File: src/rtl/rtc_pkg.sv
// Shared arithmetic type and saturation helper for the rectifier current
// controller. All internal products are formed at a single wide signed
// width so that no intermediate result can wrap for DW up to 16.
package rtc_pkg;

    typedef logic signed [63:0] cw_t;

    // Clamp a wide value into [lo, hi]; assumes lo <= hi.
    function automatic cw_t cw_clamp(cw_t x, cw_t lo, cw_t hi);
        if (x > hi)
            return hi;
        else if (x < lo)
            return lo;
        else
            return x;
    endfunction

endpackage

File: src/rtl/rtc_pi_loop.sv
// Outer dc-link voltage PI loop with a clamped integrator and conditional
// integration. On each enable it updates the integrator and registers the
// saturated PI output. Gains are integers scaled by 2^-GSH.
// Assumes INT_LIM and OUT_LIM are positive and fit in DW signed bits.
module rtc_pi_loop
    import rtc_pkg::*;
#(
    parameter int DW      = 16,
    parameter int KP      = 512,
    parameter int KI      = 64,
    parameter int GSH     = 8,
    parameter int INT_LIM = 2000,
    parameter int OUT_LIM = 4000
) (
    input  logic                 clk,
    input  logic                 rst_n,
    input  logic                 en,
    input  logic signed [DW-1:0] vref,
    input  logic signed [DW-1:0] vmeas,
    output logic signed [DW-1:0] pi_out,
    output logic signed [DW-1:0] acc_o
);

    localparam cw_t ILIM = cw_t'(INT_LIM);
    localparam cw_t OLIM = cw_t'(OUT_LIM);

    logic signed [DW-1:0] acc;
    cw_t err, p_part, inc, sum_old, acc_nx, pi_nx;
    logic hold;

    function automatic logic signed [DW-1:0] to_dw(cw_t x);
        return x[DW-1:0];
    endfunction

    // Error, proportional part, increment and anti-windup decision
    always_comb begin
        err     = cw_t'(vref) - cw_t'(vmeas);
        p_part  = (cw_t'(KP) * err) >>> GSH;
        inc     = (cw_t'(KI) * err) >>> GSH;
        sum_old = p_part + cw_t'(acc);
        hold    = ((sum_old > OLIM) && (inc > 0)) ||
                  ((sum_old < -OLIM) && (inc < 0));
        acc_nx  = hold ? cw_t'(acc) : cw_clamp(cw_t'(acc) + inc, -ILIM, ILIM);
        pi_nx   = cw_clamp(p_part + acc_nx, -OLIM, OLIM);
    end

    // Integrator and PI output registers
    always_ff @(posedge clk) begin
        if (!rst_n) begin
            acc    <= '0;
            pi_out <= '0;
        end else if (en) begin
            acc    <= to_dw(acc_nx);
            pi_out <= to_dw(pi_nx);
        end
    end

    assign acc_o = acc;

endmodule

File: src/rtl/rtc_ff_div.sv
// Serial restoring divider for the feed-forward term. A start pulse loads
// a signed 2*DW dividend and a positive DW divisor; one quotient bit is
// resolved per cycle for 2*DW cycles. The quotient is truncated toward
// zero. Assumes the divisor is positive when the result is used.
module rtc_ff_div #(
    parameter int DW = 16
) (
    input  logic                   clk,
    input  logic                   rst_n,
    input  logic                   start,
    input  logic signed [2*DW-1:0] dividend,
    input  logic signed [DW-1:0]   divisor,
    output logic                   busy,
    output logic signed [2*DW:0]   quot
);

    localparam int NB = 2 * DW;
    localparam int CW = $clog2(NB + 1);

    logic [NB-1:0] wq;
    logic [NB-1:0] mag;
    logic [DW-1:0] rem;
    logic [DW-1:0] dvs;
    logic [CW-1:0] cnt;
    logic          neg;
    logic [DW:0]   rem_sh, dvs_x, rem_nx;
    logic          ge;

    // Dividend magnitude and one restoring step
    always_comb begin
        mag    = dividend[NB-1] ? NB'(-dividend) : NB'(dividend);
        rem_sh = {rem, wq[NB-1]};
        dvs_x  = {1'b0, dvs};
        ge     = rem_sh >= dvs_x;
        rem_nx = ge ? (rem_sh - dvs_x) : rem_sh;
    end

    // Load on start, then shift one quotient bit in per cycle
    always_ff @(posedge clk) begin
        if (!rst_n) begin
            wq  <= '0;
            rem <= '0;
            dvs <= '0;
            neg <= 1'b0;
            cnt <= '0;
        end else if (start) begin
            wq  <= mag;
            rem <= '0;
            dvs <= divisor;
            neg <= dividend[NB-1];
            cnt <= CW'(NB);
        end else if (cnt != '0) begin
            wq  <= {wq[NB-2:0], ge};
            rem <= rem_nx[DW-1:0];
            cnt <= cnt - CW'(1);
        end
    end

    assign busy = (cnt != '0);
    assign quot = neg ? -$signed({1'b0, wq}) : $signed({1'b0, wq});

endmodule

File: src/rtl/rtc_track_loop.sv
// Inner current-tracking stage. From the amplitude reference and the grid
// phase it forms the inductor drop and the proportional tracking term,
// subtracts both from the grid voltage and saturates the result to the
// dc-link voltage. Registered on enable. Sine and cosine carry FRAC
// fraction bits; gains carry GSH fraction bits.
module rtc_track_loop
    import rtc_pkg::*;
#(
    parameter int DW   = 16,
    parameter int GP   = 256,
    parameter int XL   = 32,
    parameter int GSH  = 8,
    parameter int FRAC = 14
) (
    input  logic                 clk,
    input  logic                 rst_n,
    input  logic                 en,
    input  logic signed [DW-1:0] iref,
    input  logic signed [DW-1:0] sn,
    input  logic signed [DW-1:0] cs,
    input  logic signed [DW-1:0] vin,
    input  logic signed [DW-1:0] iin,
    input  logic signed [DW-1:0] vdc,
    output logic signed [DW-1:0] cmd
);

    cw_t r_sin, r_cos, drop, dterm, raw, lim, cmd_nx;

    function automatic logic signed [DW-1:0] to_dw(cw_t x);
        return x[DW-1:0];
    endfunction

    // Instantaneous reference, drop and tracking terms, saturation
    always_comb begin
        r_sin  = (cw_t'(iref) * cw_t'(sn)) >>> FRAC;
        r_cos  = (cw_t'(iref) * cw_t'(cs)) >>> FRAC;
        drop   = (cw_t'(XL) * r_cos) >>> GSH;
        dterm  = (cw_t'(GP) * (r_sin - cw_t'(iin))) >>> GSH;
        raw    = cw_t'(vin) - drop - dterm;
        lim    = vdc[DW-1] ? '0 : cw_t'(vdc);
        cmd_nx = cw_clamp(raw, -lim, lim);
    end

    // Command register
    always_ff @(posedge clk) begin
        if (!rst_n)
            cmd <= '0;
        else if (en)
            cmd <= to_dw(cmd_nx);
    end

endmodule

File: src/rtl/rtc_current_ctl.sv
// Rectifier transient current controller, top level. A strobe captures all
// measurements; a fixed schedule then runs the PI update and divider
// start, waits for the serial division, forms the total amplitude
// reference and registers the saturated command with a one-cycle valid.
// Strobes during a sample in flight are ignored. Assumes IREF_LIM and
// INT_LIM fit in DW signed bits and VAMP_MIN is positive.
module rtc_current_ctl
    import rtc_pkg::*;
#(
    parameter int DW       = 16,
    parameter int KP       = 512,
    parameter int KI       = 64,
    parameter int GP       = 256,
    parameter int XL       = 32,
    parameter int GSH      = 8,
    parameter int FRAC     = 14,
    parameter int INT_LIM  = 2000,
    parameter int IREF_LIM = 4000,
    parameter int VAMP_MIN = 64
) (
    input  logic                 clk,
    input  logic                 rst_n,
    input  logic                 smp_stb_i,
    input  logic signed [DW-1:0] vdc_ref_i,
    input  logic signed [DW-1:0] vdc_i,
    input  logic signed [DW-1:0] idc_i,
    input  logic signed [DW-1:0] vamp_i,
    input  logic signed [DW-1:0] vgrid_i,
    input  logic signed [DW-1:0] igrid_i,
    input  logic signed [DW-1:0] sin_i,
    input  logic signed [DW-1:0] cos_i,
    output logic signed [DW-1:0] cmd_o,
    output logic                 cmd_vld_o
);

    localparam int NB  = 2 * DW;
    localparam int LAT = NB + 3;
    localparam int PHW = $clog2(LAT + 1);
    localparam logic [PHW-1:0] PH_RUN  = PHW'(1);
    localparam logic [PHW-1:0] PH_IREF = PHW'(LAT - 1);
    localparam logic [PHW-1:0] PH_OUT  = PHW'(LAT);
    localparam logic signed [DW-1:0] VMIN_L = VAMP_MIN[DW-1:0];
    localparam cw_t RLIM = cw_t'(IREF_LIM);

    logic [PHW-1:0] ph;
    logic           accept, pi_en, iref_en, out_en;
    logic signed [DW-1:0] cap_vref, cap_vdc, cap_idc, cap_vamp;
    logic signed [DW-1:0] cap_vin, cap_iin, cap_sin, cap_cos;
    logic                 cap_ffz;
    logic signed [NB-1:0] power;
    logic signed [NB:0]   quot;
    logic                 div_busy;
    logic signed [DW-1:0] pi_out, pi_acc, iref;
    cw_t ff_term, iref_nx;

    function automatic logic signed [DW-1:0] to_dw(cw_t x);
        return x[DW-1:0];
    endfunction

    // Schedule decode
    always_comb begin
        accept  = smp_stb_i && (ph == '0);
        pi_en   = (ph == PH_RUN);
        iref_en = (ph == PH_IREF);
        out_en  = (ph == PH_OUT);
    end

    // Phase counter: idle at zero, runs 1..LAT after an accepted strobe
    always_ff @(posedge clk) begin
        if (!rst_n)
            ph <= '0;
        else if (ph == '0)
            ph <= accept ? PH_RUN : '0;
        else if (out_en)
            ph <= '0;
        else
            ph <= ph + PHW'(1);
    end

    // Capture all measurements and the divider guard on an accepted strobe
    always_ff @(posedge clk) begin
        if (!rst_n) begin
            cap_vref <= '0;
            cap_vdc  <= '0;
            cap_idc  <= '0;
            cap_vamp <= '0;
            cap_vin  <= '0;
            cap_iin  <= '0;
            cap_sin  <= '0;
            cap_cos  <= '0;
            cap_ffz  <= 1'b1;
        end else if (accept) begin
            cap_vref <= vdc_ref_i;
            cap_vdc  <= vdc_i;
            cap_idc  <= idc_i;
            cap_vamp <= vamp_i;
            cap_vin  <= vgrid_i;
            cap_iin  <= igrid_i;
            cap_sin  <= sin_i;
            cap_cos  <= cos_i;
            cap_ffz  <= (vamp_i < VMIN_L);
        end
    end

    // dc-link power as the feed-forward dividend
    assign power = {{DW{cap_vdc[DW-1]}}, cap_vdc} * {{DW{cap_idc[DW-1]}}, cap_idc};

    rtc_pi_loop #(
        .DW(DW), .KP(KP), .KI(KI), .GSH(GSH),
        .INT_LIM(INT_LIM), .OUT_LIM(IREF_LIM)
    ) pi_i (
        .clk(clk), .rst_n(rst_n), .en(pi_en),
        .vref(cap_vref), .vmeas(cap_vdc),
        .pi_out(pi_out), .acc_o(pi_acc)
    );

    rtc_ff_div #(.DW(DW)) div_i (
        .clk(clk), .rst_n(rst_n), .start(pi_en),
        .dividend(power), .divisor(cap_vamp),
        .busy(div_busy), .quot(quot)
    );

    // Guarded, clamped feed-forward and total reference
    always_comb begin
        ff_term = cap_ffz ? '0 : cw_clamp(cw_t'(quot), -RLIM, RLIM);
        iref_nx = cw_clamp(cw_t'(pi_out) + ff_term, -RLIM, RLIM);
    end

    // Amplitude reference register
    always_ff @(posedge clk) begin
        if (!rst_n)
            iref <= '0;
        else if (iref_en)
            iref <= to_dw(iref_nx);
    end

    rtc_track_loop #(
        .DW(DW), .GP(GP), .XL(XL), .GSH(GSH), .FRAC(FRAC)
    ) trk_i (
        .clk(clk), .rst_n(rst_n), .en(out_en),
        .iref(iref), .sn(cap_sin), .cs(cap_cos),
        .vin(cap_vin), .iin(cap_iin), .vdc(cap_vdc),
        .cmd(cmd_o)
    );

    // Valid pulse in the cycle the new command appears
    always_ff @(posedge clk) begin
        if (!rst_n)
            cmd_vld_o <= 1'b0;
        else
            cmd_vld_o <= out_en;
    end

endmodule

File: config.mk
export PLATFORM = sky130hd
export DESIGN_NAME = rtc_current_ctl
export DESIGN_NICKNAME = d
export VERILOG_FILES = /design/src/rtl/rtc_pkg.sv /design/src/rtl/rtc_pi_loop.sv /design/src/rtl/rtc_ff_div.sv /design/src/rtl/rtc_track_loop.sv /design/src/rtl/rtc_current_ctl.sv
export SDC_FILE = /design/constraint.sdc
export NUM_CORES = 2
export LEC_CHECK = 0
export CORE_MARGIN = 5
export CORE_UTILIZATION = 50
export CTS_CLUSTER_DIAMETER = 120
export DETAILED_ROUTE_END_ITERATION = 8
export PLACE_DENSITY = 0.67
export SLEW_MARGIN = 20
export SYNTH_ARGS = -nofsm -noshare
export SYNTH_HDL_FRONTEND = slang
export SYNTH_SLANG_ARGS = --single-unit
export TNS_END_PERCENT = 100
File: constraint.sdc
create_clock -name clk -period 17.7 [get_ports clk]
set_input_delay 2.655 -clock clk [delete_from_list [all_inputs] [get_ports clk]]
set_output_delay 2.655 -clock clk [all_outputs]
set_load 0.01 [all_outputs]
-- After elaboration in Yosys (flattened, before gate mapping)
Cells that the tools add are included.
- $mul: 3
- equal/unequal tests: 3
- multiplexer cells: 23
- reduce and logical (&&, ||, !) cells: 8
- $lt $le $gt $ge: 16
- $add $sub $neg: 14
- bitwise operators: 1
- operators with widths (kind ; number):
    $mux 64 ; 6
    $gt 64x13->1 const B ; 3
    $lt 64x13->1 const B ; 3
    $mux 16 ; 7
    $mul 16x16->32 ; 3
    $mux 32 ; 3
    $add 16x64->64 ; 1
    $add 18x64->64 ; 1
    $gt 64x12->1 const B ; 1
    $lt 20x64->1 ; 1
    $lt 64x12->1 const B ; 1
    $neg 15->64 ; 1
    $gt 33x13->1 const B ; 1
    $lt 33x13->1 const B ; 1
    $mux 33 ; 1
    $neg 32->33 ; 1
    $neg 32->32 ; 1
    $mux 6 ; 4
    $gt 20x16->1 ; 1
    $sub 17x19->20 ; 1
    $add 18x16->19 ; 1
    $sub 18x16->19 ; 1
    $add 16x15->17 ; 1
    $ge 17x16->1 ; 1
    19 further kinds ; 22
- bits of input ports: 131
- register bits after elaboration: 271

-- Logic depth before layout (Yosys ltp)
- depth after elaboration: 10
- mapped depth: 55

-- Modules after synthesis
A second synthesis with hierarchy kept.
- cell total of the unflattened synthesis: 6238
- area total of the unflattened synthesis: 52122.5 sq um
- modules (own cells, without submodules) (module ; area each (sq um) ; instances ; cells each):
    rtc_track_loop ; 22980.8 ; 1 ; 2598
    rtc_current_ctl ; 17804.6 ; 1 ; 2128
    rtc_pi_loop ; 6129.6 ; 1 ; 840
    rtc_ff_div ; 5207.5 ; 1 ; 672

-- Worst setup path after synthesis
No wires, ideal clock.
- path type: reg2reg
- start point: register cap_cos[2]
- end point: register trk_i.cmd[4]
- buffers on the path: 4
- library setup time: 0.133 ns
- period minus slack after synthesis: 12.572 ns
- data arrival time: 12.439 ns
- required time: 17.567 ns
- path slack: 5.128 ns
- cell stages (with the launch flop): 49
- cells stage by stage: dfxtp_1 > clkbuf_1 > nand2_1 > inv_1 > fa_1 > inv_1 > fa_1 > inv_1 > fa_1 > fa_1 > fa_1 > inv_1 > fa_1 > inv_1 > ha_1 > a21o_1 > a21o_1 > a21oi_1 > [... 13 more ...] > ha_1 > or4_1 > o211a_1 > or3_1 > and2_1 > clkbuf_1 > inv_1 > ha_1 > a211o_1 > a21oi_1 > or3b_2 > and4_1 > o211ai_1 > a22o_1 > clkbuf_1 > buf_1 > mux2i_1 > o221ai_1
- cells in the longest elaborated chain, start to end: 6
- elaborated cells on any way between the ends: 7
- classes of those cells: add/sub (2); mul (1); order compare (2); mux (2)
- ends and longest elaborated chain (item ; line ; text):
    start, declared ; rtc_current_ctl.sv:48 ; logic signed [DW-1:0] cap_vin, cap_iin, cap_sin, cap_cos;
    start signal, assigned ; rtc_current_ctl.sv:100 ; cap_cos <= cos_i;
    $mul 16x16->32 (*) ; rtc_track_loop.sv:36 ; r_cos = (cw_t'(iref) * cw_t'(cs)) >>> FRAC;
    $sub 16x15->17 (*) ; rtc_track_loop.sv:39 ; raw = cw_t'(vin) - drop - dterm;
    $sub 17x19->20 (*) ; rtc_track_loop.sv:39 ;
    $lt 20x64->1 ; rtc_pkg.sv:12 ; else if (x < lo)
    $mux 16 ; rtc_pkg.sv:12 ;
    $mux 16 (*) ; rtc_pkg.sv:10 ; if (x > hi)
    end signal, assigned ; rtc_track_loop.sv:49 ; cmd <= to_dw(cmd_nx);
    end, declared ; rtc_track_loop.sv:24 ; output logic signed [DW-1:0] cmd
Mark *: on every way between the ends. The rest lies on a longest branch, timed or not.
A chain may end at the register's enable or synchronous reset.

-- Worst setup path in the final report
- start point: register cap_cos[3]
- end point: register trk_i.cmd[13]
Same word-level chain as after synthesis.

==> flow_summary.toml <==
[synthesis]
syn-cell-area_mm2 = 0.0515
synth-main-ff-cell = "dfxtp_1"
syn_inst = 6126
yosysTopAreaCell = "fa_1"
synth_top_area_frac = 0.327
synthesis.nets = 7522
async_flop_share = 0
ys_seq_area_frac = 0.105
synth_edf_count = 0
syn_area_per_cell_um2 = 8.41
synth_cell_type_count = 90
yosysMostFrequentCell = "inv_1"
ys_top_cells_by_area = "fa_1, dfxtp_1, ha_1, inv_1, nand2_1"
yosys-top-cells-count = "inv_1, nand2_1, fa_1"
yosys_register_bits = 271
yosys_warnings = 0

[floorplanning]
initial_utilization = 0.505
io_pins = 148
core-area_mm2 = 0.102
chipWidth_um = 331
std_cell_rows = 117
dieArea_mm2 = 0.110
die_h_um = 331

[final_layout]
fill_cells = 9524
seqCellArea_mm2 = 0.00543
fin_nets = 7485
area_delta_synth_final_pct = 7.65
drive_gt1_frac = 0.0319
multi_input_area_mm2 = 0.0410

[worst_setup_path]
path_class = "register to register"
worstPathArrival_ns = 14.78
required_ns = 18.21
slowest_delay_ns = 0.69
cpMaxStageDelayCell = "a22o_1"
crit_fanout = 18
cp_common_cell = "fa_1"
cp-start-kind = "register"
path_buf_inv = 7
endpoint_kind = "register"
path_delay_family = "adder cells"

[grt]
grt_pass1_wl_mm = 230
antenna_found_initial = 3
grt_max_degree = 86
grtUsageTotal = 0.263
grt_pass1_vias = 42400
overflow = 0

[sta]
rsz0062_at_grt = "false"
fmax_ghz = 0.0701
fin_tns_setup_ns = 0
final_max_slew_viol_count = 0
skew_ns = 0.0287
min_period_over_period = 0.806
finalCriticalPeriod_ns = 14.27
tightest_slew_ns = 1.13
hold_viol = 0
slew_headroom = 0.244
setup_violations = 0

[outcome]
status = "complete, no violations"

[routing]
wl_mm = 142
drc = 0
ant_nets = 0
routedWlPerCell_um = 19.0
vias = 41600
dr.pass1.iters = 8
vias_per_cell = 5.55
drt-initial-drc-count = 2923

[clock_network]
ctsResizeCount = 0
cts_inserted_buffers = 39
postCtsSetupRepairBufs = 0
cts_hold_buffers = 0
cts_tree = "yes"
cts-root-buf = "clkbuf_16"
clk_pin_slew_ns = 0.06
cts.sink_count = 271
clk_latency_ns = 0.62
cts_max_level = 2
cts_buffer_depth = 3

[place]
gp_congestion = 0.936
dp_hpwl_mm = 114
portBuffers = 147

[power]
p_leak_uw = 0.0273
swShare = 0.519
powerDensity_mw_per_mm2 = 117
finalPower_uw = 6470
seqPwrFrac = 0.133
p_clk_frac = 0.130
combPwrFrac = 0.737
intPower_uw = 3120
peakVddDrop_mv = 0.195
p_switching_uw = 3360

[run]
maxCapViolations = 0

[min_path]
hold_class = "register to register"
power by group through the flow:
stage | clock network [uW] | registers, uW | logic, uW
after global placement | 0 | 865 | 4640
after floorplan | 0 | 786 | 3640
after CTS | 865 | 856 | 4720
after detailed placement | 0 | 867 | 4690
after global routing | 883 | 875 | 5330
final | 842 | 860 | 4770
cell type report:
type,instances,area share
diodes,1,0.0000451
clock buffers,52,0.0201
clock inverters,20,0.00415
inverters,1087,0.0736
multi-input cells,4485,0.739
flip-flops and latches,271,0.0979
well taps,1368,0.0309
repair buffers,205,0.0345
metrics by stage:
step | utilization | area (um^2) | std cells | worst slack [ns] | hold slack [ns]
after floorplan | - | 51500 | 6126 | 5.13 | 0.432
after global placement | 0.530 | 54100 | 7416 | 3.67 | 0.435
after detailed placement | 0.530 | 54100 | 7416 | 3.44 | 0.445
after CTS | 0.543 | 55400 | 7488 | 3.45 | 0.457
after global routing | 0.543 | 55400 | 7489 | 2.61 | 0.482
final | 0.543 | 55400 | 7489 | 3.43 | 0.455
placed cells by master (no fill, tap or decap), drive strengths merged, types with 167 or more instances in the layout:
master  count
fa        842
inv      1089
nor2      188
and2      356
nand2     929
a21boi    167
o21ai     167
a21oi     185
dfxtp     271
ha        423
per-layer routing:
layer  wire length (um)  GRT usage
met5                 13          0
met4               4910     0.0838
met3               8510     0.0344
met2              66500      0.440
met1              62000      0.357
worst paths after layout:
kind,slack [ns],to,depth (start not counted),start
setup / recovery,3.43,trk_i.cmd[13]$_SDFFE_PN0P_,44,cap_cos[3]$_SDFFE_PN0P_
hold / removal,0.46,iref[1]$_SDFFE_PN0N_,2,iref[1]$_SDFFE_PN0N_
setup reg to reg,3.43,trk_i.cmd[13]$_SDFFE_PN0P_,44,cap_cos[3]$_SDFFE_PN0P_
hold reg to reg,0.46,iref[1]$_SDFFE_PN0N_,2,iref[1]$_SDFFE_PN0N_
cell families after synthesis:
family          count (synthesis)  share of synthesized area
compound gates                997                      0.133
xor+xnor                      245                     0.0417
fa+ha+maj                    1265                      0.430
buf+inv                      1370                      0.100
flops                         271                      0.105
mux                            38                    0.00756
simple gates                 1940                      0.182
flip-flops by register name (all words and copies together), names as in the netlist:
register,count
div_i.neg,1
cap_vamp,16
div_i.rem,16
cap_ffz,1
div_i.cnt,6
trk_i.cmd,16
pi_i.pi_out,16
cap_vref,16
div_i.wq,32
ph,6
cap_vin,16
cap_vdc,16
pi_i.acc_o,16
cap_iin,16
cap_cos,16
cap_idc,16
iref,16
cap_sin,16
div_i.dvs,16
cmd_vld_o,1
worst min-delay path: cells and delay by family (launching register included):
family / cells / cell delay, ns
AOI/OAI and AO/OA: 1 / 0.06
DFF: 1 / 0.32
and+or+nand+nor: 1 / 0.04
Power figures use the tool's default switching activity.
